## src/rtl/scan_port_pkg.sv

```systemverilog
package scan_port_pkg;
    typedef enum logic {
        DIR_READ  = 1'b0,
        DIR_WRITE = 1'b1
    } scan_dir_e;
endpackage

```

## src/rtl/scan_port_regs.sv

```systemverilog
module scan_port_regs
    import scan_port_pkg::*;
#(
    parameter int          DATA_W   = 8,
    parameter int          ADDR_W   = 3,
    parameter int unsigned IDX_OFS  = 4,
    parameter int unsigned DAT_OFS  = 5,
    parameter int unsigned SCAN_IDX = 8'hF1,
    parameter int unsigned IRQ_IDX  = 8'hF8
) (
    input  logic              clk,
    input  logic              rst_n,
    input  logic              host_cs,
    input  logic              host_rd,
    input  logic              host_wr,
    input  logic [ADDR_W-1:0] host_addr,
    input  logic [DATA_W-1:0] host_wdata,
    input  logic              blocked,
    input  logic              eng_irq,
    input  logic              scan_done_rd,
    input  logic [DATA_W-1:0] scan_byte,
    output logic              scan_go,
    output scan_dir_e         scan_dir,
    output logic              scan_select,
    output logic [DATA_W-1:0] rdata,
    output logic              rvalid
);
    localparam logic [ADDR_W-1:0] IDX_A  = ADDR_W'(IDX_OFS);
    localparam logic [ADDR_W-1:0] DAT_A  = ADDR_W'(DAT_OFS);
    localparam logic [DATA_W-1:0] SCAN_V = DATA_W'(SCAN_IDX);
    localparam logic [DATA_W-1:0] IRQ_V  = DATA_W'(IRQ_IDX);

    typedef struct packed {
        logic [DATA_W-1:0] idx;
        logic              irq;
        logic [DATA_W-1:0] rdata;
        logic              rvalid;
    } regs_t;

    regs_t q, d;
    logic  acc, wr_acc, rd_acc, scan_hit;

    always_comb begin
        acc         = host_cs && !blocked;
        wr_acc      = acc && host_wr;
        rd_acc      = acc && host_rd && !host_wr;
        scan_hit    = (host_addr == DAT_A) && (q.idx == SCAN_V);
        scan_go     = (wr_acc || rd_acc) && scan_hit;
        scan_dir    = wr_acc ? DIR_WRITE : DIR_READ;
        scan_select = wr_acc && (host_addr == IDX_A) && (host_wdata == SCAN_V);

        d        = q;
        d.irq    = eng_irq;
        d.rvalid = 1'b0;
        if (wr_acc && host_addr == IDX_A) begin
            d.idx = host_wdata;
        end
        if (rd_acc && !scan_hit) begin
            d.rvalid = 1'b1;
            if (host_addr == IDX_A) begin
                d.rdata = q.idx;
            end else if (host_addr == DAT_A && q.idx == IRQ_V) begin
                d.rdata = {{(DATA_W-1){1'b0}}, q.irq};
            end else begin
                d.rdata = '0;
            end
        end
        if (scan_done_rd) begin
            d.rvalid = 1'b1;
            d.rdata  = scan_byte;
        end
    end

    always_ff @(posedge clk) begin
        if (!rst_n) begin
            q <= '0;
        end else begin
            q <= d;
        end
    end

    assign rdata  = q.rdata;
    assign rvalid = q.rvalid;

    AST_RVALID_NEEDS_SOURCE: assert property (@(posedge clk) disable iff (!rst_n)
        $rose(rvalid) |-> $past(rd_acc) || $past(scan_done_rd));
endmodule

```

## src/rtl/scan_port_ctrl.sv

```systemverilog
module scan_port_ctrl
    import scan_port_pkg::*;
#(
    parameter int STATE_BITS = 218,
    parameter int DATA_W     = 8
) (
    input  logic                      clk,
    input  logic                      rst_n,
    input  logic                      scan_go,
    input  scan_dir_e                 scan_dir,
    input  logic                      scan_select,
    output logic                      shift_en,
    output logic [$clog2(DATA_W)-1:0] bit_pos,
    output scan_dir_e                 dir,
    output logic                      done_rd,
    output logic                      blocked,
    output logic                      capture,
    output logic                      load
);
    localparam int BYTES     = (STATE_BITS + DATA_W - 1) / DATA_W;
    localparam int LAST_BITS = STATE_BITS - (BYTES - 1) * DATA_W;
    localparam int POS_W     = $clog2(DATA_W);
    localparam int BYTE_W    = $clog2(BYTES);
    localparam logic [BYTE_W-1:0] LAST_BYTE = BYTE_W'(BYTES - 1);

    typedef struct packed {
        logic              busy;
        scan_dir_e         dir;
        logic [POS_W-1:0]  pos;
        logic [BYTE_W-1:0] byte_idx;
        logic              done;
        logic              capture;
        logic              load;
    } ctrl_t;

    ctrl_t            q, d;
    logic             last_byte;
    logic [POS_W-1:0] pos_end;

    always_comb begin
        last_byte = (q.byte_idx == LAST_BYTE);
        pos_end   = last_byte ? POS_W'(LAST_BITS - 1) : POS_W'(DATA_W - 1);

        d         = q;
        d.done    = 1'b0;
        d.capture = 1'b0;
        d.load    = 1'b0;
        if (scan_select) begin
            d.capture  = 1'b1;
            d.byte_idx = '0;
        end else if (scan_go) begin
            d.busy = 1'b1;
            d.pos  = '0;
            d.dir  = scan_dir;
        end
        if (q.busy) begin
            d.pos = q.pos + 1'b1;
            if (q.pos == pos_end) begin
                d.busy     = 1'b0;
                d.done     = 1'b1;
                d.byte_idx = last_byte ? '0 : q.byte_idx + 1'b1;
                d.load     = (q.dir == DIR_WRITE) && last_byte;
            end
        end
    end

    always_ff @(posedge clk) begin
        if (!rst_n) begin
            q <= '0;
        end else begin
            q <= d;
        end
    end

    assign shift_en = q.busy;
    assign bit_pos  = q.pos;
    assign dir      = q.dir;
    assign done_rd  = q.done && (q.dir == DIR_READ);
    assign blocked  = q.busy || q.done || q.capture || q.load;
    assign capture  = q.capture;
    assign load     = q.load;

    AST_POINTER_IN_RANGE: assert property (@(posedge clk) disable iff (!rst_n)
        q.byte_idx <= LAST_BYTE);
    AST_TAIL_BURST_SHORT: assert property (@(posedge clk) disable iff (!rst_n)
        (q.busy && last_byte) |-> (q.pos < POS_W'(LAST_BITS)));
endmodule

```

## src/rtl/scan_port_shifter.sv

```systemverilog
module scan_port_shifter
    import scan_port_pkg::*;
#(
    parameter int DATA_W = 8
) (
    input  logic                      clk,
    input  logic                      rst_n,
    input  logic                      start,
    input  logic [DATA_W-1:0]         wdata,
    input  logic                      shift_en,
    input  logic [$clog2(DATA_W)-1:0] bit_pos,
    input  scan_dir_e                 dir,
    input  logic                      so,
    output logic                      si,
    output logic [DATA_W-1:0]         byte_out
);
    typedef struct packed {
        logic [DATA_W-1:0] hold;
        logic [DATA_W-1:0] wbuf;
    } shf_t;

    shf_t q, d;

    always_comb begin
        d = q;
        if (start) begin
            d.wbuf = wdata;
            d.hold = '0;
        end
        if (shift_en && dir == DIR_READ) begin
            d.hold[bit_pos] = so;
        end
        si = (dir == DIR_WRITE) ? q.wbuf[bit_pos] : so;
    end

    always_ff @(posedge clk) begin
        if (!rst_n) begin
            q <= '0;
        end else begin
            q <= d;
        end
    end

    assign byte_out = q.hold;

    AST_BUFFER_STEADY_IN_BURST: assert property (@(posedge clk) disable iff (!rst_n)
        (shift_en && $past(shift_en)) |-> $stable(q.wbuf));
endmodule

```

## src/rtl/scan_state_port.sv

```systemverilog
module scan_state_port
    import scan_port_pkg::*;
#(
    parameter int          STATE_BITS = 218,
    parameter int          DATA_W     = 8,
    parameter int          ADDR_W     = 3,
    parameter int unsigned IDX_OFS    = 4,
    parameter int unsigned DAT_OFS    = 5,
    parameter int unsigned SCAN_IDX   = 8'hF1,
    parameter int unsigned IRQ_IDX    = 8'hF8
) (
    input  logic              clk,
    input  logic              rst_n,
    input  logic              host_cs,
    input  logic              host_rd,
    input  logic              host_wr,
    input  logic [ADDR_W-1:0] host_addr,
    input  logic [DATA_W-1:0] host_wdata,
    output logic [DATA_W-1:0] host_rdata,
    output logic              host_rvalid,
    input  logic              eng_irq,
    input  logic              chain_so,
    output logic              chain_si,
    output logic              chain_shift,
    output logic              chain_capture,
    output logic              chain_load
);
    localparam int POS_W = $clog2(DATA_W);

    logic              scan_go, scan_select, blocked, done_rd;
    scan_dir_e         req_dir, run_dir;
    logic [POS_W-1:0]  bit_pos;
    logic [DATA_W-1:0] scan_byte;

    scan_port_regs #(
        .DATA_W(DATA_W), .ADDR_W(ADDR_W), .IDX_OFS(IDX_OFS),
        .DAT_OFS(DAT_OFS), .SCAN_IDX(SCAN_IDX), .IRQ_IDX(IRQ_IDX)
    ) u_regs (
        .clk(clk), .rst_n(rst_n), .host_cs(host_cs), .host_rd(host_rd),
        .host_wr(host_wr), .host_addr(host_addr), .host_wdata(host_wdata),
        .blocked(blocked), .eng_irq(eng_irq), .scan_done_rd(done_rd),
        .scan_byte(scan_byte), .scan_go(scan_go), .scan_dir(req_dir),
        .scan_select(scan_select), .rdata(host_rdata), .rvalid(host_rvalid)
    );

    scan_port_ctrl #(
        .STATE_BITS(STATE_BITS), .DATA_W(DATA_W)
    ) u_ctrl (
        .clk(clk), .rst_n(rst_n), .scan_go(scan_go), .scan_dir(req_dir),
        .scan_select(scan_select), .shift_en(chain_shift), .bit_pos(bit_pos),
        .dir(run_dir), .done_rd(done_rd), .blocked(blocked),
        .capture(chain_capture), .load(chain_load)
    );

    scan_port_shifter #(
        .DATA_W(DATA_W)
    ) u_shf (
        .clk(clk), .rst_n(rst_n), .start(scan_go), .wdata(host_wdata),
        .shift_en(chain_shift), .bit_pos(bit_pos), .dir(run_dir),
        .so(chain_so), .si(chain_si), .byte_out(scan_byte)
    );

    AST_CAPTURE_SINGLE: assert property (@(posedge clk) disable iff (!rst_n)
        chain_capture |=> !chain_capture);
    AST_CAPTURE_NO_SHIFT: assert property (@(posedge clk) disable iff (!rst_n)
        chain_capture |-> !chain_shift);
    AST_LOAD_AFTER_SHIFT: assert property (@(posedge clk) disable iff (!rst_n)
        chain_load |-> $past(chain_shift));
    AST_NO_RVALID_IN_BURST: assert property (@(posedge clk) disable iff (!rst_n)
        chain_shift |-> !host_rvalid);
endmodule

```

## config.mk

```make
export PLATFORM = sky130hd
export DESIGN_NAME = scan_state_port
export DESIGN_NICKNAME = d
export VERILOG_FILES = /design/src/rtl/scan_port_pkg.sv /design/src/rtl/scan_port_regs.sv /design/src/rtl/scan_port_ctrl.sv /design/src/rtl/scan_port_shifter.sv /design/src/rtl/scan_state_port.sv
export SDC_FILE = /design/constraint.sdc
export NUM_CORES = 1
export LEC_CHECK = 0
export ABC_CLOCK_PERIOD_IN_PS = 2400
export BUFFER_PORTS_ARGS = -buffer_cell sky130_fd_sc_hd__buf_4
export CORE_MARGIN = 8
export CORE_UTILIZATION = 45
export CTS_BUF_LIST = sky130_fd_sc_hd__clkbuf_4
export DETAILED_ROUTE_END_ITERATION = 10
export PLACE_DENSITY = 0.67
export SYNTH_ARGS = -nofsm -noshare
export SYNTH_HDL_FRONTEND = slang
export SYNTH_HIERARCHICAL = 1
export SYNTH_SLANG_ARGS = --single-unit
```

## constraint.sdc

```tcl
create_clock -name clk -period 2.4 [get_ports clk]
set_input_delay 0.12 -clock clk [delete_from_list [all_inputs] [get_ports clk]]
set_output_delay 0.12 -clock clk [all_outputs]
set_load 0.01 [all_outputs]
```

After elaboration in Yosys (flattened, before gate mapping) --
Index checks and enable logic that the tools add are counted.
Storage, ports and cells: output and inout bits 13, logic and storage cells 77, input port bits 18, flip-flop bits (word level) 47
Operators by class: equality and inequality tests 8, reduce and logical (&&, ||, !) cells 27, $add $sub $neg 2, $lt $le $gt $ge 2, bitwise logic cells 2, mux-type cells 23
Operators with widths (number):
- $mux 9 | 3
- $eq 8x8->1 const B | 3
- $mux 5 | 4
- $mux 16 | 1
- $mux 8 | 2
- $logic_and 1x1->1 | 14
- $bwmux 8 | 1
- $mux 1 | 8
- $eq 3x3->1 const B | 2
- $mux 6 | 1
- $reduce_and 2->1 | 3
- $add 5x1->5 const B | 1
- $eq 5x5->1 const B | 1
- $logic_or 1x1->1 | 4
- $lt 3x4->1 const B | 1
- $reduce_bool 2->1 | 2
- $add 3x1->3 const B | 1
- $bmux 1 s3 | 1
- $demux 1 s3 | 1
- $eq 3x3->1 | 1
- $ge 3x1->1 const B | 1
- $logic_not 1->1 | 3
- $mux 3 | 1
- $reduce_and 3->1 | 1
- 2 further kinds | 3

Logic depth before layout (Yosys ltp) --
word-level depth 13, gate-level depth with buffers 10, mapped depth without buffers 8

Hierarchy --
Netlist, hierarchy kept.
Modules (own cells, without submodules):
- scan_port_regs | times used 1, cells each 102, area each 998.5 µm², seq. area each 360.3 µm²
- scan_port_shifter | times used 1, cells each 94, area each 893.4 µm², seq. area each 320.3 µm²
- scan_port_ctrl | times used 1, cells each 64, area each 623.1 µm², seq. area each 260.2 µm²

Least setup slack after synthesis --
No wires, ideal clock.
path kind register to register, from reg u_ctrl.q, in the netlist u_ctrl/shift_en, to reg u_ctrl.q, in the netlist u_ctrl/bit_pos[2], library setup time 76 ps, buffers on the path 2, clock period less this slack 2362 ps, setup slack 38 ps, data arrival time 2286 ps, data required time 2324 ps, cell stages (with the launch flop) 11, path through dfxtp_1 clkbuf_2 or4_1 nor2b_4 and3_1 buf_2 and3_1 nor2b_1 nor2_1 o21ai_0 a21boi_0
On the way: elaborated cells on any way between the ends 16, those cells by class 1 x eq/ne; 1 x mux; 14 x reduce/logical
RTL lines:
- start: declaration | RTL line scan_port_ctrl.sv:36 | ctrl_t q, d;
- start signal: assignment | RTL line scan_port_ctrl.sv:69 | q <= '0;
- start signal: assignment | RTL line scan_port_ctrl.sv:71 | q <= d;
- $logic_or 1x1->1 (3 in a row) | RTL line scan_port_ctrl.sv:79 | assign blocked = q.busy || q.done || q.capture || q.load;
- via blocked | RTL line scan_state_port.sv:30 | logic scan_go, scan_select, blocked, done_rd;
- $logic_not 1->1 | RTL line scan_port_regs.sv:44 | acc = host_cs && !blocked;
- $logic_and 1x1->1 | RTL line scan_port_regs.sv:44
- $logic_and 1x1->1 | RTL line scan_port_regs.sv:45 | wr_acc = acc && host_wr;
- $logic_and 1x1->1 (2 in a row) | RTL line scan_port_regs.sv:50 | scan_select = wr_acc && (host_addr == IDX_A) && (host_wdata == SCAN_V);
- via scan_select | RTL line scan_state_port.sv:30
- $ne 2x1->1 (no source line)
- $reduce_and 2->1 (no source line)
The timed path passes the listed nets, and every way through them passes these cells. A chain may end at the register's enable or synchronous reset.

Final worst setup path --
Ends and elaborated chain as after synthesis.

==> impl_metrics.toml <==
[timing]
relSlewSlack = 0.6394
final.setup.tns_ns = 0
worst_slack_ns = 0.2621
final_hold_viol_count = 0
setup_viol = 0
period_share = 0.8908
max_freq_ghz = 0.4678
worstMarginPinSlew_ns = 0.5402
post-route-min-period_ns = 2.138
whs_ns = 0.003097
rsz0062_at_grt = "no"
clock_skew_ns = 0.008199
slew_violations = 0

[clock_network]
cts_resized = 0
clk_path_buf_depth = 2
cts_tree = "built"
ctsHoldBuffers = 2
clkTransAtPathRegs_ns = 0.14
cts_setup_buffers = 0
ctsHtreeMaxLevel = 2
cts_buffers = 5
root_buffer = "clkbuf_4"
clock_sinks = 47
clock_latency_ns = 0.37

[placed_design]
place_ws_ns = 0.2951
portBuffers = 30
dp_hpwl_mm = 3.697
place_congestion = 0.7621
dp.cells = 337

[cells_and_area]
drive_gt1_frac = 0.2210
area_delta_synth_final_pct = 9.652
final_nets = 295
finalNonFillerCells = 348
n_fill_cell = 540
diodes = 0

[logic_synthesis]
yosysWarningCount = 6
syn_area_mm2 = 0.002515
synth_fa_ha_area_frac = 0.009950
synth_compound_area_frac = 0.07114
synth_top_area_frac = 0.3741
synth_top_family_by_area = "simple AND/OR/NAND/NOR gates"
synthMuxAreaShare = 0.1572
async_flop_share = 0
synth-edff-count = 0
ys_top_cells_by_area = "dfxtp_1 (37%), mux2i_1 (12%), buf_4 (6.0%)"
yosys.area_share.simple = 0.3030
synthFlopType = "dfxtp_1"
netlist.top_cell.by_area = "dfxtp_1"
synth_nets = 280
ys_seq_area_frac = 0.3741
ys_seq_elements = 47
netlist_top_cells_count = "dfxtp_1 (47), mux2i_1 (29), nand2_1 (23), nor2b_1 (23), buf_4 (20)"
synth.distinct_cells = 54
syn_area_per_cell_um2 = 9.673
synthMostInstantiatedCell = "dfxtp_1"
synth_cells = 260
synthXorXnorAreaFrac = 0

[power]
power_switching_mw = 0.2988
pwr-share-comb = 0.061
power_leakage_nw = 1.102
intPower_mw = 0.9495
peakVddDrop_mv = 0.2747
power_density_mw_per_mm2 = 452.7
seq_power_share = 0.630
pwr-share-clk = 0.309
finalPower_mw = 1.248
swShare = 0.2393

[global_route]
grt_pass1_vias = 1735
grt_pass1_wl_mm = 8.397
grt_start_max_net_pins = 42
antenna_found_initial = 0
track_usage = 0.1253
gr-total-overflow = 0

[worst_setup_path]
crit_path_end_kind = "flop"
cp_max_fo = 5
worstPathRequired_ns = 2.70
arrival_ns = 2.44
critical_path_class = "reg2reg"
cp-start-kind = "flop"

[drt]
route.detailed.drc = 0
vias_per_cell = 5.218
first_pass_iters = 4
routed_wl_mm = 5.086
ant_nets = 0
wl_per_cell_um = 14.61
drtIter0Drc = 139
vias = 1816

[floorplan]
rows = 27
dieHeight_um = 90.76
coreArea_mm2 = 0.005439
die_w_um = 90.76
die_area_mm2 = 0.008236
pin_count = 31
initial_core_util = 0.4624

[flow_run]
drv_cap = 0

[min_path]
worst_hold_path_type = "in2reg"

[run_status]
run_status = "complete, no violations"
==> power by group through the flow <==
| stage | logic (mW) | registers [mW] | clock network, mW |
|---|---|---|---|
| final | 0.0766 | 0.786 | 0.386 |
| after global routing | 0.0826 | 0.787 | 0.424 |
| after CTS | 0.0764 | 0.786 | 0.399 |
| after detailed placement | 0.0739 | 0.803 | 0 |
| after global placement | 0.0739 | 0.803 | 0 |
| after floorplan | 0.0328 | 0.802 | 0 |
==> area by class of cell <==
cell class                      count  area (µm²)  share of cell area
Clock buffer                        6       45.04             0.01633
Clock inverter                      2       12.51            0.004537
Inverter                            2       7.507            0.002722
Multi-Input combinational cell    180        1361              0.4937
Sequential cell                    47       940.9              0.3412
Tap cell                           72       90.09             0.03267
Timing Repair Buffer               39       300.3              0.1089
==> layer usage <==
metal / GRT usage / routed length (µm) / vias to the layer above
met4: 0.04577 / 72 / 0
met2: 0.1961 / 2341 / 29
met3: 0.03741 / 219 / 5
met5: 0 / 0 / -
li1: - / - / 924
met1: 0.1578 / 2453 / 858
==> state kept, by name (all words and copies together) (netlist names) <==
name	count
u_regs/q	9
u_regs/rdata	8
u_shf/byte_out	8
u_shf/q	8
u_ctrl/q	6
u_ctrl/bit_pos	3
u_ctrl/capture	1
u_ctrl/dir	1
u_ctrl/load	1
u_ctrl/shift_en	1
u_regs/rvalid	1
==> placed cells by master, fill, tap and decap left out, types with 7 or more instances in the layout <==
master,count
nor2b_1,23
mux2_2,7
mux2i_1,29
buf_4,36
nor2_1,12
dfxtp_1,47
nand2_1,23
nand3b_1,9
nor3b_1,8
and2_1,7
==> worst max-delay path: stages (launching register included) <==
cell	delay, ns
dfxtp_1	0.33
or4_1	0.57
nor2b_4	0.17
and3_1	0.20
and3_1	0.25
nor2b_1	0.11
nor2_1	0.19
o21ai_0	0.11
a21boi_0	0.16
==> cell families (layout without fill, tap and decap cells) <==
| group | after synthesis | count (layout) |
|---|---|---|
| DFF | 47 | 47 |
| adders and majority gates | 2 | 2 |
| AOI/OAI and AO/OA | 23 | 23 |
| muxes | 38 | 38 |
| buffers and inverters | 33 | 49 |
| and+or+nand+nor | 117 | 117 |
==> worst paths after layout <==
kind | slack, ns | to | start | cells past startpoint
hold / removal | 0.003 | u_regs/q[10] | host_wdata[0] | 3
setup / recovery | 0.26 | u_ctrl/bit_pos[2] | u_ctrl/shift_en | 8
hold reg to reg | 0.47 | u_regs/rdata[4] | u_regs/rdata[4] | 2
setup reg to reg | 0.26 | u_ctrl/bit_pos[2] | u_ctrl/shift_en | 8
==> metrics by stage <==
stage | cell area (µm²) | util
floorplan | 2515 | -
global placement | 2670 | 0.4909
detailed placement | 2670 | 0.4909
CTS | 2748 | 0.5052
global route | 2758 | 0.5070
finish | 2758 | 0.5070
No activity file was read; power rests on OpenSTA's default activity.
